--- src/rtl/dcrd_pkg.sv ---
package dcrd_pkg;

    localparam int FRAME_W = 24;
    localparam logic [7:0] CMD_READ = 8'hFE;

    typedef enum logic [2:0] {
        ST_IDLE,
        ST_LOAD,
        ST_SHIFT,
        ST_GAP,
        ST_DONE
    } seq_state_e;

    typedef enum logic [1:0] {
        PH_BANK,
        PH_RDEN,
        PH_ADDR,
        PH_READ
    } seq_phase_e;

    typedef struct packed {
        logic [7:0]  addr;
        logic [15:0] data;
    } rd_word_t;

    function automatic logic [FRAME_W-1:0] mk_frame(
        input seq_phase_e ph,
        input logic [7:0] bank_reg,
        input logic [7:0] rden_reg,
        input logic [7:0] bank,
        input logic [7:0] addr
    );
        logic [FRAME_W-1:0] f;
        case (ph)
            PH_BANK: f = {bank_reg, 8'h00, bank};
            PH_RDEN: f = {rden_reg, 16'h0000};
            PH_ADDR: f = {CMD_READ, 8'h00, addr};
            default: f = {FRAME_W{1'b1}};
        endcase
        return f;
    endfunction

endpackage

--- src/rtl/dcrd_sclk_gen.sv ---
module dcrd_sclk_gen #(
    parameter int HALF_DIV = 2
) (
    input  logic clk,
    input  logic rst,
    input  logic run,
    output logic sclk,
    output logic rise,
    output logic fall
);
    localparam int CW = (HALF_DIV > 1) ? $clog2(HALF_DIV) : 1;

    logic [CW-1:0] cnt;
    logic          wrap;

    assign wrap = (cnt == CW'(HALF_DIV - 1));
    assign rise = run && wrap && !sclk;
    assign fall = run && wrap && sclk;

    always_ff @(posedge clk) begin
        if (rst || !run) begin
            cnt  <= '0;
            sclk <= 1'b0;
        end else if (wrap) begin
            cnt  <= '0;
            sclk <= ~sclk;
        end else begin
            cnt  <= cnt + 1'b1;
        end
    end

    AST_SCLK_PARKED: assert property (@(posedge clk) disable iff (rst)
        !run |=> !sclk) else $error("sclk not parked");

endmodule

--- src/rtl/dcrd_shift.sv ---
module dcrd_shift #(
    parameter int W = 72
) (
    input  logic         clk,
    input  logic         rst,
    input  logic         load,
    input  logic [W-1:0] load_val,
    input  logic         rise,
    input  logic         fall,
    input  logic         miso,
    output logic         msb,
    output logic [W-1:0] vec
);
    logic smp;

    assign msb = vec[W-1];

    always_ff @(posedge clk) begin
        if (rst) begin
            vec <= '0;
            smp <= 1'b0;
        end else begin
            if (rise) smp <= miso;
            if (load)      vec <= load_val;
            else if (fall) vec <= {vec[W-2:0], smp};
        end
    end

endmodule

--- src/rtl/dcrd_frame_mux.sv ---
module dcrd_frame_mux
    import dcrd_pkg::*;
#(
    parameter int         N_DEV    = 3,
    parameter logic [7:0] BANK_REG = 8'h03,
    parameter logic [7:0] RDEN_REG = 8'h04
) (
    input  seq_phase_e               ph,
    input  logic [N_DEV*8-1:0]       bank_vec,
    input  logic [N_DEV*8-1:0]       addr_vec,
    output logic [N_DEV*FRAME_W-1:0] tx_vec
);
    for (genvar g = 0; g < N_DEV; g++) begin : g_dev
        assign tx_vec[g*FRAME_W +: FRAME_W] =
            mk_frame(ph, BANK_REG, RDEN_REG, bank_vec[g*8 +: 8], addr_vec[g*8 +: 8]);
    end

endmodule

--- src/rtl/dcrd_seq.sv ---
module dcrd_seq
    import dcrd_pkg::*;
#(
    parameter int         N_DEV    = 3,
    parameter int         HALF_DIV = 2,
    parameter int         GAP_CYC  = 3,
    parameter logic [7:0] BANK_REG = 8'h03,
    parameter logic [7:0] RDEN_REG = 8'h04
) (
    input  logic                     clk,
    input  logic                     rst,
    input  logic                     start,
    input  logic [N_DEV*8-1:0]       dev_addr,
    input  logic [N_DEV*8-1:0]       dev_bank,
    output logic                     ready,
    output logic [N_DEV*FRAME_W-1:0] res_word,
    output logic                     res_valid,
    output logic [N_DEV-1:0]         addr_err,
    output logic                     sclk,
    output logic                     cs_n,
    input  logic                     miso,
    output logic                     mosi
);
    localparam int TOT = N_DEV * FRAME_W;
    localparam int BW  = $clog2(TOT);
    localparam int GW  = (GAP_CYC > 1) ? $clog2(GAP_CYC) : 1;

    seq_state_e          state;
    seq_phase_e          phase;
    logic [BW-1:0]       bitcnt;
    logic [GW-1:0]       gapcnt;
    logic [N_DEV*8-1:0]  addr_q;
    logic [N_DEV*8-1:0]  bank_q;
    logic                run, rise, fall, msb, cs_low, last_bit;
    logic [TOT-1:0]      tx_vec, rx_vec;
    logic [N_DEV-1:0]    err_nxt;

    assign run      = (state == ST_SHIFT);
    assign last_bit = (bitcnt == BW'(TOT - 1));
    assign cs_low   = run || (state == ST_DONE) || (state == ST_GAP && gapcnt == '0);
    assign cs_n     = !cs_low;
    assign mosi     = run && msb;
    assign ready    = (state == ST_IDLE);

    dcrd_sclk_gen #(.HALF_DIV(HALF_DIV)) i_clkgen (
        .clk(clk), .rst(rst), .run(run), .sclk(sclk), .rise(rise), .fall(fall)
    );

    dcrd_frame_mux #(.N_DEV(N_DEV), .BANK_REG(BANK_REG), .RDEN_REG(RDEN_REG)) i_mux (
        .ph(phase), .bank_vec(bank_q), .addr_vec(addr_q), .tx_vec(tx_vec)
    );

    dcrd_shift #(.W(TOT)) i_shift (
        .clk(clk), .rst(rst), .load(state == ST_LOAD), .load_val(tx_vec),
        .rise(rise), .fall(fall), .miso(miso), .msb(msb), .vec(rx_vec)
    );

    always_comb begin
        for (int i = 0; i < N_DEV; i++) begin
            rd_word_t w;
            w = rd_word_t'(rx_vec[i*FRAME_W +: FRAME_W]);
            err_nxt[i] = (w.addr != addr_q[i*8 +: 8]);
        end
    end

    always_ff @(posedge clk) begin
        if (rst) begin
            state     <= ST_IDLE;
            phase     <= PH_BANK;
            bitcnt    <= '0;
            gapcnt    <= '0;
            addr_q    <= '0;
            bank_q    <= '0;
            res_word  <= '0;
            addr_err  <= '0;
            res_valid <= 1'b0;
        end else begin
            case (state)
                ST_IDLE: if (start) begin
                    addr_q    <= dev_addr;
                    bank_q    <= dev_bank;
                    phase     <= PH_BANK;
                    res_valid <= 1'b0;
                    state     <= ST_LOAD;
                end
                ST_LOAD: begin
                    bitcnt <= '0;
                    state  <= ST_SHIFT;
                end
                ST_SHIFT: if (fall) begin
                    if (last_bit) begin
                        gapcnt <= '0;
                        state  <= (phase == PH_READ) ? ST_DONE : ST_GAP;
                    end else begin
                        bitcnt <= bitcnt + 1'b1;
                    end
                end
                ST_GAP: begin
                    if (gapcnt == GW'(GAP_CYC - 1)) begin
                        phase <= seq_phase_e'(phase + 2'd1);
                        state <= ST_LOAD;
                    end else begin
                        gapcnt <= gapcnt + 1'b1;
                    end
                end
                default: begin
                    res_word  <= rx_vec;
                    addr_err  <= err_nxt;
                    res_valid <= 1'b1;
                    state     <= ST_IDLE;
                end
            endcase
        end
    end

    AST_CS_SCLK_IDLE: assert property (@(posedge clk) disable iff (rst)
        cs_n |-> !sclk) else $error("sclk active with cs high");
    AST_MOSI_HOLD: assert property (@(posedge clk) disable iff (rst)
        (!cs_n && sclk) |-> $stable(mosi)) else $error("mosi moved while sclk high");
    AST_BUSY_AFTER_START: assert property (@(posedge clk) disable iff (rst)
        (ready && start) |=> !ready) else $error("start not taken");
    AST_VALID_ONLY_IDLE: assert property (@(posedge clk) disable iff (rst)
        res_valid |-> ready) else $error("valid while busy");
    AST_NO_CS_IDLE: assert property (@(posedge clk) disable iff (rst)
        ready |-> cs_n) else $error("cs low while idle");
    AST_BITCNT_RANGE: assert property (@(posedge clk) disable iff (rst)
        bitcnt < BW'(TOT)) else $error("bit counter overflow");

endmodule

--- config.mk ---
export PLATFORM = sky130hd
export DESIGN_NAME = dcrd_seq
export DESIGN_NICKNAME = d
export VERILOG_FILES = /design/src/rtl/dcrd_pkg.sv /design/src/rtl/dcrd_sclk_gen.sv /design/src/rtl/dcrd_shift.sv /design/src/rtl/dcrd_frame_mux.sv /design/src/rtl/dcrd_seq.sv
export SDC_FILE = /design/constraint.sdc
export NUM_CORES = 1
export LEC_CHECK = 0
export ABC_AREA = 1
export CAP_MARGIN = 20
export CORE_AREA = 5 5 121 123
export CTS_BUF_LIST = sky130_fd_sc_hd__clkbuf_16
export CTS_CLUSTER_SIZE = 10
export DETAILED_ROUTE_END_ITERATION = 8
export DIE_AREA = 0 0 126 128
export DONT_BUFFER_PORTS = 1
export PLACE_DENSITY = 0.91
export SKIP_CTS_REPAIR_TIMING = 1
export SYNTH_ARGS = -nofsm -noshare
export SYNTH_HDL_FRONTEND = slang
export SYNTH_SLANG_ARGS = --single-unit
--- constraint.sdc ---
create_clock -name clk -period 4.69 [get_ports clk]
set_clock_uncertainty 0.05 [all_clocks]
set_input_delay 0.938 -clock clk [delete_from_list [all_inputs] [get_ports clk]]
set_output_delay 0.938 -clock clk [all_outputs]
set_load 0.005 [all_outputs]
### After elaboration in Yosys (flattened, before gate mapping)

Index checks and enable logic that the tools add are counted.
W data, S select, Z words.

| cells by class | value |
|---|---|
| add/sub/neg operators | 4 |
| reductions and logical operators | 27 |
| bitwise logic cells | 2 |
| multiplexer cells | 23 |
| equality and inequality tests | 18 |

Operators with widths:

| cell | count |
|---|---|
| $pmux W24 S3 | 3 |
| $mux W72 | 2 |
| $ne A8 B8 Y1 | 3 |
| $mux W3 | 5 |
| $mux W7 | 2 |
| $pmux W7 S2 | 1 |
| $pmux W3 S4 | 1 |
| $mux W2 | 5 |
| $ne A2 B2 Y1 const B | 5 |
| $pmux W2 S2 | 2 |
| $reduce_and A4 Y1 | 2 |
| $reduce_bool A2 Y1 | 4 |
| $add A7 B1 Y7 const B | 1 |
| $eq A7 B7 Y1 const B | 1 |
| $eq A2 B2 Y1 const B | 3 |
| $eq A3 B2 Y1 const B | 2 |
| $reduce_and A3 Y1 | 2 |
| $logic_and A1 B1 Y1 | 5 |
| $add A2 B1 Y2 const B | 2 |
| $logic_not A2 Y1 | 2 |
| $reduce_and A2 Y1 | 2 |
| $reduce_or A4 Y1 | 1 |
| $eq A3 B1 Y1 const B | 1 |
| $eq A3 B3 Y1 const B | 1 |
| other kinds (11) | 16 |

| word-level totals | value |
|---|---|
| register bits after elaboration | 213 |
| output and inout bits | 80 |
| input port bits | 52 |

### Logic depth before layout (Yosys ltp)

| logic depth | value |
|---|---|
| word-level depth | 5 |
| depth in mapped cells | 10 |
| depth with buffers taken out | 10 |

### Hierarchy

A second synthesis with hierarchy kept.

| second synthesis, totals | value |
|---|---|
| cells, all modules | 1438 |
| area, all modules | 9957.0 um2 |

By module, submodules not included:

| module | area an instance (um2) | cells an instance | seq. area each (um2) | times used |
|---|---|---|---|---|
| dcrd_seq | 5549.1 | 741 | 2762.6 | 1 |
| dcrd_shift | 3525.9 | 551 | 1461.4 | 1 |
| dcrd_frame_mux | 802.0 | 134 | 0.0 | 1 |
| dcrd_sclk_gen | 80.1 | 12 | 40.0 | 1 |

### Worst setup path before layout

Ideal clock, no wire load.

| timing | value |
|---|---|
| path kind | register to output |
| start point | register state[2] |
| end point | output cs_n |
| path slack | 2722 ps |
| cell stages (with the launch flop) | 6 |
| data arrival time | 980 ps |
| required time | 3702 ps |
| path through | dfxtp_1 -> buf_2 -> inv_2 -> buf_2 -> nor3_1 -> a211oi_1 |

| between the ends | value |
|---|---|
| longest elaborated chain between the ends | 4 |
| elaborated cells between the ends (all ways) | 7 |
| those cells by class | eq/ne (3); reduce/logical (4) |

RTL lines:

| what | RTL line | source |
|---|---|---|
| start, declared | dcrd_seq.sv:28 | `seq_state_e state;` |
| start signal, assigned | dcrd_seq.sv:93 | `state <= (phase == PH_READ) ? ST_DONE : ST_GAP;` |
| $eq A3 B2 Y1 (tied with other cells) | dcrd_seq.sv:38 | `assign run = (state == ST_SHIFT);` |
| $logic_or A1 B1 Y1 / $logic_and A1 B1 Y1 (equally long branches) | dcrd_seq.sv:40 | `assign cs_low = run \|\| (state == ST_DONE) \|\| (state == ST_GAP && gapcnt == '0);` |
| $logic_or A1 B1 Y1 * | dcrd_seq.sv:40 |  |
| $logic_not A1 Y1 * | dcrd_seq.sv:41 | `assign cs_n = !cs_low;` |
| end, declared | dcrd_seq.sv:20 | `output logic cs_n,` |

Every way passes the cells marked *; elsewhere a longest branch is shown, timed or not.

### Worst setup path after layout

Ends and elaborated chain as after synthesis.

==> qor.yml <==
min_path:
  hold_path.class: "flop to flop"
cells_and_area:
  final_cell_area_sq_um: 9424
  drive_above_1_share: 0.05119
  area_growth_pct: 5.950
  nets: 1190
  fin_cells: 1314
  final_core_util: 0.6951
power_and_ir_drop:
  p_leak_nw: 3.745
  ir_worst_vdd_uv: 321.0
  power.density_nw_per_um2: 509.8
  power_mw: 4.804
global_routing:
  grt-ovfl-total: 0
  grt_usage: 0.2823
  antenna_found_initial: 1
  grt_use_met2: 0.4576
  top_usage_layer: "met2"
  grt_max_degree: 107
  use_met3: 0.07792
  grt_pass1_vias: 7519
  use_met1: 0.3433
  grt_pass1_wl_microns: 37690
synthesis:
  synthTopCellsByArea: "dfxtp_1 (48%), o21ai_0 (8.2%), nand2_1 (7.3%), a21oi_1 (7.2%), nor2_1 (6.7%)"
  syn_avg_cell_area_sq_um: 7.487
  ys.flop_type: "dfxtp_1"
  yosysSeqAreaShare: 0.4794
  synth_common_cells: "dfxtp_1 (213), nand2_1 (174), nor2_1 (159)"
  synth_top_area_frac: 0.4794
  yosys_warnings: 0
  synth-edff-count: 0
  yosysMostFrequentCell: "dfxtp_1"
  ys_types: 36
  yosys_register_bits: 213
  async_reset_ff_frac: 0
  syn_nets: 1247
  synth_cells: 1188
  yosys.area.top_type: "dfxtp_1"
  syn_area_sq_um: 8895
clock_network:
  ctsHtreeMaxLevel: 1
  cts_tree: "done"
  cts_buffer_depth: 3
  root_buffer: "clkbuf_16"
  clk_pin_slew_ns: 0.05
  cts_made_buffers: 25
  clock_latency_ns: 0.52
  cts_sinks: 213
timing:
  period_needed_ns: 3.326
  finalSetupViolations: 0
  relSlewSlack: 0.3124
  rsz0062_at_grt: "false"
  tns_ns: 0
  worst_pin_slew_ns: 1.030
  maxSlewViolCount: 0
  holdWs_ns: 0.4067
  final.period_utilization: 0.7093
  hold_viol_final: 0
  setup_ws_ns: 1.364
  fmax_mhz: 300.6
outcome:
  status: "complete, no violations"
placed_design:
  placed_cell_area_sq_um: 8725
  dp.cells: 1282
  dp_hpwl_microns: 15050
  portBuffers: 0
  routabilityCongestion: 0.9083
  pre_cts_slack_ns: 1.674
route:
  drt_iter0_drc: 1109
  wl_per_cell_microns: 18.21
  drc: 0
  antenna_left: 0
  vias: 8109
  first_pass_iters: 9
  viasPerCell: 6.171
  wl_microns: 23920
setup_path:
  endpoint_kind: "output port"
  r2r_start: "state[2]"
  r2r_cells: 9
  cp-start-kind: "flop"
  cp_data_arrival_time_ns: 2.34
  critPathLaunch: "state[2]"
  cpMaxStageDelayCell: "buf_4"
  worstSetupEndpoint: "cs_n"
  worstReg2RegEnd: "i_shift.vec[68]"
  crit_path_max_fanout: 106
  crit_chain: "buf_4, nor2_4, nand2_4, inv_4, a211oi_1"
  max_stage_delay_ns: 0.74
  critPathKind: "flop to output port"
  r2r_slack_ns: 1.71
  critical_path_required_ns: 3.70
floorplanning:
  initial_utilization: 0.6561
  io_pins: 132
  die_h_microns: 128
  coreArea_sq_um: 13560
  die_w_microns: 126
  die_area_sq_um: 16130
  num_rows: 43
flow_run:
  max-cap-violations: 0
==> logic make-up after synthesis <==
kind of cell	Yosys count	share of synthesized area
AO/OA/AOI/OAI	339	0.2009
XOR/XNOR	10	0.009847
adder cells (fa/ha/maj)	7	0.009846
buffers and inverters	159	0.07765
flip-flops	213	0.4794
AND/OR/NAND/NOR	460	0.2224
==> sequential cells by signal (all words and copies together), names as in the netlist <==
name	cells
bitcnt	7
bank_q	24
i_clkgen.sclk	1
i_shift.smp	1
i_clkgen.cnt	1
addr_q	24
state	3
gapcnt	2
addr_err	3
i_shift.vec	72
phase	2
res_valid	1
res_word	72
==> layout by cell type (no fill, tap or decap), types with 2 or more instances in the layout <==
cell,count
nand2_4,3
ha_1,7
a31oi_1,32
a21oi_1,128
o31ai_1,6
nand4_1,11
nor3_2,3
o211ai_1,2
inv_1,63
o21ai_1,11
o21ai_0,146
a211oi_1,4
nand3_1,91
clkbuf_16,25
nor2_1,159
nor3_1,8
nor2_4,3
nand2_1,174
dfxtp_1,212
inv_2,6
xor2_1,2
o2111ai_1,2
o22ai_1,7
inv_4,2
xnor2_1,8
nand2_2,3
buf_4,4
==> worst max-delay path, delay by kind of cell (launching register included) <==
family,cells,cell delay [ns]
buf+inv,2,0.82
compound gates,1,0.35
flops,1,0.33
simple gates,2,0.31
==> how the worst min path moves through the flow <==
stage                   end          from  depth (start not counted)
2_1_floorplan  i_clkgen.cnt  i_clkgen.cnt                          1
4_1_cts           bank_q[6]     bank_q[6]                          2
5_1_grt           bank_q[7]     bank_q[7]                          2
3_5_place_dp     bank_q[22]    bank_q[22]                          2
6_report          bank_q[6]     bank_q[6]                          2
3_3_place_gp     bank_q[17]    bank_q[17]                          2
==> routing by layer <==
| metal | share of wire | up-vias |
|---|---|---|
| li1 | - | 3856 |
| met1 | 0.37 | 3733 |
| met2 | 0.47 | 417 |
| met3 | 0.10 | 103 |
| met4 | 0.055 | 0 |
| met5 | 0 | - |
==> final cells by class <==
class | instances | area (sq um)
well taps | 180 | 225.2
clock inverters | 4 | 23.77
multi-input cells | 816 | 3940
fillers | 1059 | 4134
inverters | 69 | 264.0
repair buffers | 6 | 77.57
diodes | 1 | 2.502
clock buffers | 25 | 625.6
flip-flops and latches | 213 | 4265
==> power by group <==
group          internal, mW  switching [mW]  total [mW]  leakage (nW)
clock                 0.938           0.676        1.61         0.323
sequential             2.01           0.185        2.20          1.73
combinational         0.294           0.701       0.995          1.69
(Power assumes the default switching activity.)
